**src/rtl/llsc_pkg.sv**
```systemverilog
package llsc_pkg;
  typedef enum logic [1:0] {
    OP_LOAD  = 2'b00,
    OP_LL    = 2'b01,
    OP_STORE = 2'b10,
    OP_SC    = 2'b11
  } llsc_op_e;
endpackage

```
**src/rtl/llsc_resv_slot.sv**
```systemverilog
// One reservation slot, owned by a single context.
module llsc_resv_slot #(
  parameter int LW = 12
) (
  input  logic          clk,
  input  logic          rst,
  input  logic          flush,
  input  logic          set_en,
  input  logic          clr_en,
  input  logic [LW-1:0] line_in,
  output logic          vld,
  output logic          hit
);
  logic [LW-1:0] line_q;

  assign hit = vld && (line_q == line_in);

  // Clearing (reset, flush, matching write) wins over setting.
  always_ff @(posedge clk) begin
    if (rst || flush) begin
      vld <= 1'b0;
    end else if (clr_en && hit) begin
      vld <= 1'b0;
    end else if (set_en) begin
      vld    <= 1'b1;
      line_q <= line_in;
    end
  end

  a_r1_reset_empty: assert property (@(posedge clk) disable iff (rst)
    $past(rst) |-> !vld);
  a_r9_flush_clears: assert property (@(posedge clk) disable iff (rst)
    flush |=> !vld);
  a_r3_set_records: assert property (@(posedge clk) disable iff (rst)
    (set_en && !flush && !(clr_en && hit)) |=> (vld && line_q == $past(line_in)));
  a_r6_hit_clears: assert property (@(posedge clk) disable iff (rst)
    (clr_en && hit) |=> !vld);
endmodule

```
**src/rtl/llsc_decide.sv**
```systemverilog
// Combinational verdict for one request.
module llsc_decide
  import llsc_pkg::*;
(
  input  llsc_op_e op,
  input  logic     fire,
  input  logic     own_hit,
  output logic     ok,
  output logic     wr_fire,
  output logic     ll_fire
);
  logic is_wr;

  always_comb begin
    ok    = 1'b1;
    is_wr = 1'b0;
    unique case (op)
      OP_STORE: is_wr = 1'b1;
      OP_SC: begin
        ok    = own_hit;
        is_wr = own_hit;
      end
      default: ;
    endcase
  end

  assign wr_fire = fire && is_wr;
  assign ll_fire = fire && (op == OP_LL);

  always_comb begin
    a_r4_write_is_ok: assert (!wr_fire || ok);
  end
endmodule

```
**src/rtl/llsc_monitor.sv**
```systemverilog
module llsc_monitor
  import llsc_pkg::*;
#(
  parameter int NCTX      = 4,
  parameter int AW        = 16,
  parameter int DW        = 32,
  parameter int GRAN_BITS = 4,
  localparam int CW       = (NCTX > 1) ? $clog2(NCTX) : 1,
  localparam int LW       = AW - GRAN_BITS
) (
  input  logic          clk,
  input  logic          rst,
  input  logic          flush,
  input  logic          req_valid,
  output logic          req_ready,
  input  logic [1:0]    req_op,
  input  logic [AW-1:0] req_addr,
  input  logic [CW-1:0] req_ctx,
  input  logic [DW-1:0] req_wdata,
  output logic          rsp_valid,
  input  logic          rsp_ready,
  output logic          rsp_ok,
  output logic          mem_we,
  output logic [AW-1:0] mem_addr,
  output logic [DW-1:0] mem_wdata
);
  llsc_op_e        op;
  logic [LW-1:0]   line;
  logic            fire, own_hit, wr_fire, ll_fire;
  logic [NCTX-1:0] ctx_sel, slot_vld, slot_hit;

  assign op        = llsc_op_e'(req_op);
  assign line      = req_addr[AW-1:GRAN_BITS];
  assign fire      = req_valid && rsp_ready;
  assign req_ready = rsp_ready;
  assign rsp_valid = req_valid;
  assign mem_addr  = req_addr;
  assign mem_wdata = req_wdata;
  assign mem_we    = wr_fire;
  assign own_hit   = |(slot_hit & ctx_sel);

  for (genvar i = 0; i < NCTX; i++) begin : g_slot
    assign ctx_sel[i] = (req_ctx == CW'(i));
    llsc_resv_slot #(.LW(LW)) u_slot (
      .clk     (clk),
      .rst     (rst),
      .flush   (flush),
      .set_en  (ll_fire && ctx_sel[i]),
      .clr_en  (wr_fire),
      .line_in (line),
      .vld     (slot_vld[i]),
      .hit     (slot_hit[i])
    );
  end

  llsc_decide u_decide (
    .op      (op),
    .fire    (fire),
    .own_hit (own_hit),
    .ok      (rsp_ok),
    .wr_fire (wr_fire),
    .ll_fire (ll_fire)
  );

  a_r10_stall_no_write: assert property (@(posedge clk) disable iff (rst)
    !rsp_ready |-> !mem_we);
  a_r4_sc_needs_own: assert property (@(posedge clk) disable iff (rst)
    (mem_we && op == OP_SC) |-> |(slot_vld & ctx_sel));
  a_r5_failed_sc_keeps: assert property (@(posedge clk) disable iff (rst)
    (fire && op == OP_SC && !rsp_ok && !flush) |=> (slot_vld == $past(slot_vld)));
  a_r8_load_keeps: assert property (@(posedge clk) disable iff (rst)
    (fire && op == OP_LOAD && !flush) |=> (slot_vld == $past(slot_vld)));
endmodule

```
**config.mk**
```make
export PLATFORM = sky130hd
export DESIGN_NAME = llsc_monitor
export DESIGN_NICKNAME = d
export VERILOG_FILES = /design/src/rtl/llsc_pkg.sv /design/src/rtl/llsc_resv_slot.sv /design/src/rtl/llsc_decide.sv /design/src/rtl/llsc_monitor.sv
export SDC_FILE = /design/constraint.sdc
export NUM_CORES = 1
export LEC_CHECK = 0
export ABC_AREA = 1
export BUFFER_PORTS_ARGS = -buffer_cell sky130_fd_sc_hd__buf_2
export CORE_MARGIN = 2
export CORE_UTILIZATION = 46
export DETAILED_ROUTE_END_ITERATION = 7
export GPL_ROUTABILITY_DRIVEN = 0
export PLACE_DENSITY = 0.83
export SYNTH_ARGS = -nofsm -noshare
export SYNTH_HDL_FRONTEND = slang
export SYNTH_SLANG_ARGS = --single-unit
```
**constraint.sdc**
```tcl
create_clock -name clk -period 2 [get_ports clk]
set_input_delay 0.2 -clock clk [delete_from_list [all_inputs] [get_ports clk]]
set_output_delay 0.2 -clock clk [all_outputs]
set_load 0.005 [all_outputs]
```
==> run metrics <==
worst-path fanout max 6; IO Count 109; die area 7500 um2; crit path time final 1.97 ns; dpl hpwl 5.08 mm; area taken by multi-input logic gates 1090 um2; Synth Area in Simple Gates 26.8%; Peak VDD IR 512 uV; worst slew pin tran 0.435 ns; DP Worst Slack -0.00417 ns; GRT overflow 0; layout cells sized above 1 26.2%; Avg Cell Area, Syn 8.11 um2; Net Sw Power 0.471 mW; Synth top area share 45.9%; nets@finish 446; DR iter-0 viols 212; cell area after synthesis 3140 um2; cell area power density 626 nW/um2; non-filler cells, final 470; most common cell after layout, fill and taps aside nand2_1; final period utilization 98.5%; synth warn 0; clk_skew 0.00498 ns; hold-fix buffers at CTS 0; clock buffer depth 2; crit start category flip-flop; Tot GR Track Use 18.8%; WL/cell 14.8 um; sequential fraction of design power 56.6%; Synth Area in Compound Gates 3.15%; Sink Count 52; cell taking the most area after synthesis edfxtp_1; antenna violations before repair 0; largest family of logic cells by synthesized area simple AND/OR/NAND/NOR gates; Area Overhead vs Synth 7.14%; switching share of power 22.4%; Initial Util 47.0%; drt pass-1 iters 4; Slew headroom 70.9%; sequential-to-total area share from yosys stat 48.5%; Core Region 6680 um2; cell-internal power 1.63 mW; Arr. time, crit path 2.01 ns; HP Class in -> reg; DR vias/cell 5.17; Setup-failing EPs final 0; via count 2429; Comb pwr share 9.9%; ANT cells 0; WP data required 2.04 ns; final antenna-violating net count 0; Unique masters post-synth 27; Fin Setup TNS 0 ns; dpl cells 455; DIE HEIGHT 86.6 um; PortBufs 36; worst setup margin 0.0290 ns; Synth Area in Adders 0%; Reg clk slew, reported paths 0.09 ns; LEAKAGE 1.46 nW; top post-synthesis cells by area edfxtp_1, nand2_1, buf_4, nor2_1, inv_1; mux contribution to synthesized area 0%; Clock Power Share 33.5%; largest net degree at the start of global routing 16; vias in the first global route 2264; CTS Buf Count 5; Highest Clock Rate 507 MHz; status completed; DR DRC count 0; WS Path Type reg -> reg; fin. max-slew vios 0; Final Util 50.3%; WL final 6.95 mm; num rows 30; CTS H-tree depth 2; Design Area, Final 3360 um2; Syn Nets 444; CTS tree done; synthesis-stage register bit count 52; Die X 86.6 um; FILL cells 599; Post-Synthesis Cells 387; first-pass GRT wire length 10.8 mm; RSZ-0062 raised after global routing true; most frequent cells in the layout nand2_1, edfxtp_1, nor2_1; MaxCap Viol Count 0; CP Capture Type flip-flop; Root Driver clkbuf_8; dpl cell area 3120 um2; Reg area 1520 um2; XOR/XNOR share of the synthesized area 2.23%; Clock Latency Late Sink 0.30 ns; Final Hold Viols 0
==> synthesized netlist by cell type <==
master       n
nand2_1    115
inv_2       12
o21ai_1      2
a21boi_0     2
or2_0        1
edfxtp_1    48
a21oi_1      2
nand4_1      6
dfxtp_1      4
o211ai_1     1
nor4_1       2
nor2_2       4
and2_0       1
nor2_1      50
nand3_2      2
buf_4       51
nor3b_1      2
a211oi_1     1
buf_2        1
nand3_1     12
nor3_1       3
nand2_2      4
o21ai_0      8
o2111ai_1    1
buf_6        1
inv_1       43
xnor2_1      8
==> metrics by stage <==
stage          hold WS (ns)  total power [mW]
2_1_floorplan         0.299              1.40
3_3_place_gp          0.400              1.40
3_5_place_dp          0.400              1.41
4_1_cts               0.167              2.09
5_1_grt               0.166              2.18
6_report              0.174              2.10
==> state kept, by name, indices dropped and copies added, names as in the netlist <==
register              cells
g_slot.u_slot.line_q     48
g_slot.u_slot.vld         4
==> kinds of logic (layout without fill, tap and decap cells) <==
family          after synthesis  in the layout
flops                        52             52
simple gates                202            202
compound gates               17             17
buf+inv                     108            111
xor+xnor                      8              8
==> what timing repair did <==
| item | 4_1_cts | 5_1_grt |
|---|---|---|
| pin swaps | 0 | 11 |
| gates resized for setup | 1 | 27 |
| buffers inserted | 0 | 6 |
| gates cloned | 0 | 1 |
| setup endpoints to repair | 1 | 50 |
==> power groups by stage <==
| stage | sequential (mW) | clock [mW] | combinational, mW |
|---|---|---|---|
| after floorplan | 1.22 | 0 | 0.181 |
| after global placement | 1.22 | 0 | 0.188 |
| after detailed placement | 1.22 | 0 | 0.193 |
| after CTS | 1.19 | 0.709 | 0.195 |
| after global routing | 1.19 | 0.761 | 0.233 |
| final | 1.19 | 0.705 | 0.209 |
==> worst paths after layout <==
path | to | cells after the start | startpoint | slack, ns
max | g_slot[3].u_slot.line_q[4]$_DFFE_PP_ | 14 | g_slot[1].u_slot.line_q[1]$_DFFE_PP_ | 0.03
min | g_slot[0].u_slot.line_q[9]$_DFFE_PP_ | 1 | req_addr[13] | 0.17
max reg2reg | g_slot[3].u_slot.line_q[4]$_DFFE_PP_ | 14 | g_slot[1].u_slot.line_q[1]$_DFFE_PP_ | 0.03
min reg2reg | g_slot[2].u_slot.vld$_SDFFE_PP0P_ | 2 | g_slot[2].u_slot.vld$_SDFFE_PP0P_ | 0.50
==> per-layer routing <==
layer  global-route usage, %  wire [um]  vias up
li1                        -          -     1170
met1                    22.7       2760     1118
met2                    31.0       3340       99
met3                    4.19        543       42
met4                    10.8        301        0
met5                       0          0        -
==> critical path: stages, from the launching register on <==
cell and delay (ns):
edfxtp_1 0.42, inv_1 0.08, nand2_2 0.07, nand2_2 0.07, nor2_2 0.04, nand2_2 0.06
nor2_1 0.04, nand2_1 0.10, nor2_2 0.07, nor2_4 0.13, nand2_4 0.09, nand3_2 0.07
nand2_2 0.08, nor2_4 0.20, clkbuf_16 0.18
==> cell type report <==
| class | instances | share of cell area, % |
|---|---|---|
| clock buffer | 6 | 2.16 |
| sequential | 52 | 45.3 |
| tap | 80 | 2.98 |
| clock inverter | 2 | 1.04 |
| timing repair buffer | 48 | 10.0 |
| multi-input combinational | 227 | 32.4 |
| inverter | 55 | 6.14 |
No activity file was read; power rests on OpenSTA's default activity.
